## src/rtl/can_gctl_pkg.sv

```systemverilog
package can_gctl_pkg;

    localparam int GCTL_W = 8;

    typedef struct packed {
        logic abort;
        logic ovl;
        logic ttm;
        logic sync_eof;
        logic listen;
        logic test;
        logic run;
        logic srst;
    } gctl_reg_t;

    typedef enum logic [1:0] {
        ST_OFF,
        ST_WAKE,
        ST_RUN,
        ST_DRAIN
    } seq_state_e;

endpackage

```

## src/rtl/can_gctl_reg.sv

```systemverilog
module can_gctl_reg
    import can_gctl_pkg::*;
(
    input  logic              clk,
    input  logic              rst_n,
    input  logic              bus_wr,
    input  logic [GCTL_W-1:0] bus_wdata,
    input  logic              ev_ovl_start,
    output gctl_reg_t         reg_q,
    output logic              sw_rst
);

    gctl_reg_t wr_val;

    assign sw_rst = bus_wr & bus_wdata[0];
    assign wr_val = gctl_reg_t'(bus_wdata);

    always_ff @(posedge clk or negedge rst_n) begin
        if (!rst_n) begin
            reg_q <= '0;
        end else if (sw_rst) begin
            reg_q <= '0;
        end else if (bus_wr) begin
            reg_q          <= wr_val;
            reg_q.srst     <= 1'b0;
            reg_q.ovl      <= wr_val.ovl & ~(ev_ovl_start & reg_q.ovl);
        end else if (ev_ovl_start) begin
            reg_q.ovl      <= 1'b0;
        end
    end

    // soft reset empties the byte on the next edge
    assert_soft_reset_R3: assert property (@(posedge clk) disable iff (!rst_n)
        (bus_wr && bus_wdata[0]) |=> (reg_q == '0));

    // a pending overload request is dropped when its frame starts
    assert_ovl_clear_R9: assert property (@(posedge clk) disable iff (!rst_n)
        (reg_q.ovl && ev_ovl_start && !bus_wr) |=> !reg_q.ovl);

    // abort is never dropped without a write
    assert_abort_sticky_R8: assert property (@(posedge clk) disable iff (!rst_n)
        (reg_q.abort && !bus_wr) |=> reg_q.abort);

endmodule

```

## src/rtl/can_gctl_seq.sv

```systemverilog
module can_gctl_seq
    import can_gctl_pkg::*;
#(
    parameter int WAKE_CYC = 2
) (
    input  logic clk,
    input  logic rst_n,
    input  logic sw_rst,
    input  logic run_bit,
    input  logic in_frame,
    input  logic ev_frame_done,
    output logic ctl_enable,
    output logic clk_gate_en,
    output logic tx_force_rec
);

    localparam int CNT_W = (WAKE_CYC < 2) ? 1 : $clog2(WAKE_CYC);
    localparam logic [CNT_W-1:0] CNT_LAST = CNT_W'(WAKE_CYC - 1);

    seq_state_e       state_q, state_d;
    logic [CNT_W-1:0] cnt_q, cnt_d;

    always_comb begin
        state_d = state_q;
        cnt_d   = '0;
        unique case (state_q)
            ST_OFF: begin
                if (run_bit) state_d = ST_WAKE;
            end
            ST_WAKE: begin
                if (!run_bit)               state_d = ST_OFF;
                else if (cnt_q == CNT_LAST) state_d = ST_RUN;
                else                        cnt_d   = cnt_q + 1'b1;
            end
            ST_RUN: begin
                if (!run_bit)
                    state_d = (in_frame && !ev_frame_done) ? ST_DRAIN : ST_OFF;
            end
            ST_DRAIN: begin
                if (run_bit)                           state_d = ST_RUN;
                else if (ev_frame_done || !in_frame)   state_d = ST_OFF;
            end
            default: state_d = ST_OFF;
        endcase
    end

    always_ff @(posedge clk or negedge rst_n) begin
        if (!rst_n) begin
            state_q <= ST_OFF;
            cnt_q   <= '0;
        end else if (sw_rst) begin
            state_q <= ST_OFF;
            cnt_q   <= '0;
        end else begin
            state_q <= state_d;
            cnt_q   <= cnt_d;
        end
    end

    always_comb begin
        ctl_enable   = 1'b0;
        clk_gate_en  = 1'b0;
        tx_force_rec = 1'b1;
        unique case (state_q)
            ST_OFF: begin
            end
            ST_WAKE: begin
                clk_gate_en = 1'b1;
            end
            ST_RUN, ST_DRAIN: begin
                clk_gate_en  = 1'b1;
                ctl_enable   = 1'b1;
                tx_force_rec = 1'b0;
            end
            default: begin
            end
        endcase
    end

    // the clock is already running when the controller turns active
    assert_gate_before_enable_R4: assert property (@(posedge clk) disable iff (!rst_n)
        $rose(ctl_enable) |-> $past(clk_gate_en));

    // idle disable leaves RUN on the next edge
    assert_idle_stop_R5: assert property (@(posedge clk) disable iff (!rst_n)
        (state_q == ST_RUN && !run_bit && !in_frame && !sw_rst) |=> !ctl_enable);

    // drain holds until the frame is done
    assert_drain_hold_R6: assert property (@(posedge clk) disable iff (!rst_n)
        (state_q == ST_DRAIN && in_frame && !ev_frame_done && !run_bit && !sw_rst)
        |=> (state_q == ST_DRAIN));

endmodule

```

## src/rtl/can_gctl_evt.sv

```systemverilog
module can_gctl_evt #(
    parameter int NUM_MOB = 15
) (
    input  logic               clk,
    input  logic               rst_n,
    input  logic               sw_rst,
    input  logic               ctl_enable,
    input  logic               ev_sof,
    input  logic               ev_eof_last,
    input  logic               ev_frame_done,
    input  logic               ttm,
    input  logic               sync_eof,
    input  logic               abort,
    input  logic [NUM_MOB-1:0] frame_mob,
    output logic               in_frame,
    output logic               tmr_capture,
    output logic [NUM_MOB-1:0] mob_en_clr
);

    always_ff @(posedge clk or negedge rst_n) begin
        if (!rst_n)                     in_frame <= 1'b0;
        else if (sw_rst)                in_frame <= 1'b0;
        else if (ev_sof && ctl_enable)  in_frame <= 1'b1;
        else if (ev_frame_done)         in_frame <= 1'b0;
    end

    assign tmr_capture = ctl_enable & ttm & (sync_eof ? ev_eof_last : ev_sof);

    for (genvar i = 0; i < NUM_MOB; i++) begin : g_mob
        assign mob_en_clr[i] = abort & ctl_enable & ~(in_frame & frame_mob[i]);
    end

    // the mailbox on the bus is never cleared mid-frame
    assert_spare_busy_R7: assert property (@(posedge clk) disable iff (!rst_n)
        in_frame |-> ((mob_en_clr & frame_mob) == '0));

endmodule

```

## src/rtl/can_gctl.sv

```systemverilog
module can_gctl
    import can_gctl_pkg::*;
#(
    parameter int NUM_MOB  = 15,
    parameter int WAKE_CYC = 2
) (
    input  logic               clk,
    input  logic               rst_n,
    input  logic               bus_wr,
    input  logic [7:0]         bus_wdata,
    output logic [7:0]         bus_rdata,
    input  logic               ev_sof,
    input  logic               ev_eof_last,
    input  logic               ev_frame_done,
    input  logic               ev_ovl_start,
    input  logic [NUM_MOB-1:0] frame_mob,
    output logic               ctl_enable,
    output logic               clk_gate_en,
    output logic               tx_force_rec,
    output logic [NUM_MOB-1:0] mob_en_clr,
    output logic               ovl_req,
    output logic               listen_only,
    output logic               tmr_capture
);

    gctl_reg_t reg_q;
    logic      sw_rst;
    logic      in_frame;

    can_gctl_reg u_reg (
        .clk          (clk),
        .rst_n        (rst_n),
        .bus_wr       (bus_wr),
        .bus_wdata    (bus_wdata),
        .ev_ovl_start (ev_ovl_start),
        .reg_q        (reg_q),
        .sw_rst       (sw_rst)
    );

    can_gctl_seq #(.WAKE_CYC(WAKE_CYC)) u_seq (
        .clk           (clk),
        .rst_n         (rst_n),
        .sw_rst        (sw_rst),
        .run_bit       (reg_q.run),
        .in_frame      (in_frame),
        .ev_frame_done (ev_frame_done),
        .ctl_enable    (ctl_enable),
        .clk_gate_en   (clk_gate_en),
        .tx_force_rec  (tx_force_rec)
    );

    can_gctl_evt #(.NUM_MOB(NUM_MOB)) u_evt (
        .clk           (clk),
        .rst_n         (rst_n),
        .sw_rst        (sw_rst),
        .ctl_enable    (ctl_enable),
        .ev_sof        (ev_sof),
        .ev_eof_last   (ev_eof_last),
        .ev_frame_done (ev_frame_done),
        .ttm           (reg_q.ttm),
        .sync_eof      (reg_q.sync_eof),
        .abort         (reg_q.abort),
        .frame_mob     (frame_mob),
        .in_frame      (in_frame),
        .tmr_capture   (tmr_capture),
        .mob_en_clr    (mob_en_clr)
    );

    assign bus_rdata   = reg_q;
    assign ovl_req     = reg_q.ovl;
    assign listen_only = reg_q.listen;

    // no capture strobe outside time-triggered mode
    assert_capture_off_R11: assert property (@(posedge clk) disable iff (!rst_n)
        !bus_rdata[5] |-> !tmr_capture);

    // a stopped controller never clears mailbox enables
    assert_frozen_mobs_R7: assert property (@(posedge clk) disable iff (!rst_n)
        !clk_gate_en |-> (mob_en_clr == '0));

endmodule

```

## config.mk

```make
export PLATFORM = sky130hd
export DESIGN_NAME = can_gctl
export DESIGN_NICKNAME = d
export VERILOG_FILES = /design/src/rtl/can_gctl_pkg.sv /design/src/rtl/can_gctl_reg.sv /design/src/rtl/can_gctl_seq.sv /design/src/rtl/can_gctl_evt.sv /design/src/rtl/can_gctl.sv
export SDC_FILE = /design/constraint.sdc
export NUM_CORES = 1
export LEC_CHECK = 0
export BUFFER_PORTS_ARGS = -buffer_cell sky130_fd_sc_hd__buf_2
export CAP_MARGIN = 10
export CORE_MARGIN = 2
export CORE_UTILIZATION = 36
export CTS_CLUSTER_SIZE = 14
export DETAILED_ROUTE_END_ITERATION = 6
export GPL_ROUTABILITY_DRIVEN = 0
export PLACE_DENSITY = 0.82
export SYNTH_ARGS = -nofsm -noshare
export SYNTH_HDL_FRONTEND = slang
export SYNTH_SLANG_ARGS = --single-unit
```

## constraint.sdc

```tcl
create_clock -name clk -period 1.3 [get_ports clk]
set_input_delay 0.13 -clock clk [delete_from_list [all_inputs] [get_ports clk]]
set_output_delay 0.13 -clock clk [all_outputs]
set_load 0.05 [all_outputs]
```

# Word-level counts from Yosys, hierarchy flattened
# Index checks and enable logic that the tools add are counted.
# Widths: inputs -> output; s select.
[word_totals]
ff_bits = 12
out_inout_bits = 29
in_bits = 30
[classes]
n_addsub = 1
eq_ne = 7
muxes = 25
reduce_logical = 12
bitwise = 52
[op_table]
columns = ["op", "count"]
rows = [
  ["$and 1x1->1", 36],
  ["$mux 2", 8],
  ["$not 1->1", 16],
  ["$mux 1", 14],
  ["$mux 8", 1],
  ["$ne 4x3->1 const B", 2],
  ["$pmux 2 s4", 1],
  ["$mux 6", 1],
  ["$ne 3x3->1 const B", 2],
  ["$reduce_bool 3->1", 2],
  ["$eq 2x2->1 const B", 2],
  ["$reduce_and 4->1", 1],
  ["$reduce_or 3->1", 1],
  ["$eq 2x1->1 const B", 1],
  ["$logic_and 1x1->1", 2],
  ["$logic_not 1->1", 2],
  ["$logic_not 2->1", 1],
  ["$reduce_bool 2->1", 1],
  ["$reduce_or 2->1", 1],
  ["$add 1x1->1 const B", 1],
  ["$logic_or 1x1->1", 1],
]

# Depth between registers and ports, before layout
[logic_depth]
ltp_word = 6
depth_mapped = 4
ltp_nobuf = 3

# By module
# From an unflattened synthesis, not the netlist that was laid out.
[unflattened]
cells_unflattened = 64
hier_area_um2 = 643.1
[modules_own_cells]
columns = ["mod", "cells_each", "instances", "area_each_um2", "seq_area_each_um2"]
rows = [
  ["can_gctl_reg", 21, 1, 281.5, 175.2],
  ["can_gctl_evt", 25, 1, 202.7, 25.0],
  ["can_gctl_seq", 16, 1, 143.9, 75.1],
  ["can_gctl", 2, 1, 15.0, 0.0],
]

# Worst setup path before layout
# No wires, ideal clock.
[synth_timing]
path_type = "register to output"
startpoint = "reg u_seq.state_q[1]"
endpoint = "out tmr_capture"
t_required_ps = 1170
arrival_ps = 1902
n_path_buf = 0
setup_slack_ps = -732
path_stages_with_launch = 3
path_cell_list = "dfrtp_1 > inv_1 > nor3_1"
[synth_via]
elab_chain_len = 5
word_cells_on_any_way = 6
classes_between = "2 x eq/ne; 1 x mux; 2 x bitwise; 1 x reduce/logical"
[synth_rtl]
columns = ["element", "line", "source"]
rows = [
  ["start, declared", "can_gctl_seq.sv:20", "seq_state_e state_q, state_d;"],
  ["start signal, assigned", "can_gctl_seq.sv:55", "state_q <= state_d;"],
  ["$eq 2x2->1", "can_gctl_seq.sv:64", "unique case (state_q)"],
  ["$reduce_or 2->1 (*)", "can_gctl_seq.sv:64", ""],
  ["$mux 1 (*)", "can_gctl_seq.sv:64", ""],
  ["$and 1x1->1 (*) (2 in series)", "can_gctl_evt.sv:27", "assign tmr_capture = ctl_enable & ttm & (sync_eof ? ev_eof_last : ev_sof);"],
  ["end, declared", "can_gctl.sv:23", "output logic tmr_capture"],
]
# Every way passes the cells marked *; elsewhere a longest branch is shown, timed or not.

# Final worst setup path
[layout_timing]
startpoint = "reg u_seq.state_q[1]"
endpoint = "out clk_gate_en"
[layout_via]
elab_chain_len = 3
word_cells_on_any_way = 5
classes_between = "3 x eq/ne; 1 x mux; 1 x reduce/logical"
[layout_rtl]
columns = ["element", "line", "source"]
rows = [
  ["$eq 2x1->1 / $eq 2x2->1 (equally long branches)", "can_gctl_seq.sv:64", ""],
  ["$reduce_or 3->1 (no line) (*)", "-", ""],
  ["$mux 1 (*)", "can_gctl_seq.sv:64", ""],
  ["end, declared", "can_gctl.sv:18", "output logic clk_gate_en,"],
]
# Marked as above.

==> impl_metrics.tcl <==
set metrics [dict create \
    numClockSinks 11 \
    place.detailed.hpwl_um 1420 \
    worst-endpoint-required_ns 1.17 \
    endpoint_kind "output port" \
    detailroute.via_count 761 \
    ios 59 \
    first_iter_violations 3 \
    result_of_the_run "complete, but fails checks" \
    clock_skew_ns 0.00873 \
    grt_pass1_wl_um 2590 \
    wire_per_inst_um 12.0 \
    cts.reportedPaths.clkPinSlew_ns 0.08 \
    reg2reg_slack_ns 0.07 \
    detail_route.drc_violations 0 \
    yosysWarnings 0 \
    cts_made_buffers 3 \
    htreeDepth 1 \
    dr.pass1.iters 4 \
    synth.ff_latch_count 11 \
    initial_core_util_pct 38.6 \
    fin_worst_hold_slack_ns 0.0717 \
    dp_worst_setup_slack_ns 0.0271 \
    finalMaxSlewViolations 0 \
    yosysUniqueCellTypes 24 \
    post-route-util_pct 63.4 \
    peakVddDrop_v 0.000596 \
    design.die.area_um2 2240 \
    cellPowerDensity_nw_per_um2 786 \
    arrival_ns 1.22 \
    die_w_um 47.3 \
    setup_viol 4 \
    mappedNetlistNets 111 \
    n_antenna_cell 0 \
    synth.cell_area_um2 674 \
    io_buffers 57 \
    min-delay-path-class "primary input to flop" \
    core_footprint_um2 1750 \
    synth-seq-area-share_pct 40.8 \
    critPathLaunchType "flop" \
    syn-mean-instance-area_um2 8.33 \
    clockRootBuffer "clkbuf_4" \
    global_route.usage.total_pct 16.5 \
    tritoncts "built" \
    design.final.nets 166 \
    failed_checks "negative setup slack" \
    layout.cells.non_filler 160 \
    postRouteAntennaNets 0 \
    avgViaCountPerCell 4.76 \
    post-route-cell-area_um2 1110 \
    most-common-layout-cells "39 x buf_2, 15 x buf_4, 12 x a21oi_1, 9 x nand2_1" \
    vias_in_the_first_global_route 668 \
    final_hold_viol_count 0 \
    fp.dieH_um 47.3 \
    grt_setup_unrepaired "yes" \
    setup_slack_ns -0.0462 \
    largest_net_degree_at_the_start_of_global_routing 18 \
    timing.final.crit_share_pct 104 \
    placed_cell_area_um2 910 \
    flow.area_growth_from_synthesis_pct 64.0 \
    clkLatencyLatePin_ns 0.27 \
    maxClockFrequency_mhz 743 \
    grt_antenna_before_repair 0 \
    post_synth_inst_count 81 \
    drive_above_1_share_pct 61.5 \
    finalWirelength_um 1920 \
    worst-path-max-fanout 5 \
    power_leakage_nw 0.589 \
    cts.path.max_buffers 2 \
    category_of_the_most_critical_setup_path "flop to output port" \
    period_needed_ns 1.35 \
    placement_rows 15 \
    globalRouteOverflowTotal 0 \
    final_common_cell "buf_2" \
    timing.max_cap.violations 0 \
    dpl.cell_count 149 \
]
## what timing repair did
action                     4_1_cts  5_1_grt
hold buffers                     1        0
resized for setup               25       14
setup buffers                    4        2
pin swaps                        0        1
setup endpoints to repair       18       18
hold endpoints to repair        11        0
## worst paths after layout
path / start / end / depth (start not counted)
max in group asynchronous: rst_n / u_seq.state_q[1] / 2
setup reg to reg: u_evt.in_frame / u_seq.state_q[0] / 4
hold reg to reg: u_seq.cnt_q / u_seq.cnt_q / 1
min in group asynchronous: rst_n / u_seq.cnt_q / 2
setup / recovery: u_seq.state_q[1] / clk_gate_en / 2
hold / removal: bus_wdata[7] / u_reg.reg_q[7] / 3
## flip-flops by register name, indices dropped and copies added, names as in the netlist
register and flops:
u_evt.in_frame 1, u_reg.reg_q 7, u_seq.state_q 2, u_seq.cnt_q 1
## stage by stage
step / power [mW] / setup TNS [ns]
after global routing: 0.918 / -0.992
final: 0.870 / -0.0818
after floorplan: 0.566 / -3.68
after detailed placement: 0.624 / 0
after CTS: 0.876 / -0.0841
after global placement: 0.621 / 0
## cell families after synthesis
family          share of synthesized area, %
compound gates                          25.6
buf+inv                                 17.6
flops                                   40.8
mux                                     1.48
other cells                            0.556
simple gates                            13.9
## cell usage after synthesis
cell type | instances | area share [%]
a21oi_1 | 18 | 13
dfrtp_1 | 11 | 41
nand2_1 | 9 | 5.0
buf_4 | 7 | 7.8
inv_1 | 7 | 3.9
buf_2 | 5 | 3.7
o21ai_0 | 4 | 3.0
o22ai_1 | 4 | 3.7
a2111oi_2 | 1 | 2.2
a21oi_2 | 1 | 1.3
a22oi_1 | 1 | 1.1
a31oi_1 | 1 | 0.93
and2b_1 | 1 | 1.1
and4bb_1 | 1 | 1.9
buf_6 | 1 | 1.7
clkbuf_1 | 1 | 0.56
conb_1 | 1 | 0.56
mux2i_1 | 1 | 1.5
nand2_4 | 1 | 1.7
nand2b_1 | 1 | 0.93
nand3_1 | 1 | 0.74
nor2b_1 | 1 | 0.93
nor3_1 | 1 | 0.74
or2_2 | 1 | 0.93
## critical path: stages, from the launching register on
cell	delay, ns
dfrtp_2	0.47
or2_2	0.33
buf_6	0.16
## where the power goes
group | switching [mW] | internal [mW]
Sequential | 0.0209 | 0.364
Combinational | 0.170 | 0.0826
Clock | 0.119 | 0.114
## metal layers
metal / track usage (%) / part of all wire [%] / wire length [um]
met1: 17.0 / 35 / 667
met2: 32.4 / 53 / 1020
met3: 3.46 / 12 / 229
met4: 5.00 / 0 / 0
met5: 0 / 0 / 0
## layout make-up
class | instances | area (um^2)
Fill cell | 150 | 639
Timing Repair Buffer | 64 | 415
Multi-Input combinational cell | 49 | 327
Sequential cell | 11 | 279
Tap cell | 25 | 31.3
Inverter | 7 | 26.3
Clock buffer | 3 | 22.5
Clock inverter | 1 | 5.00
Note: power is estimated with default switching activity, not from simulation.
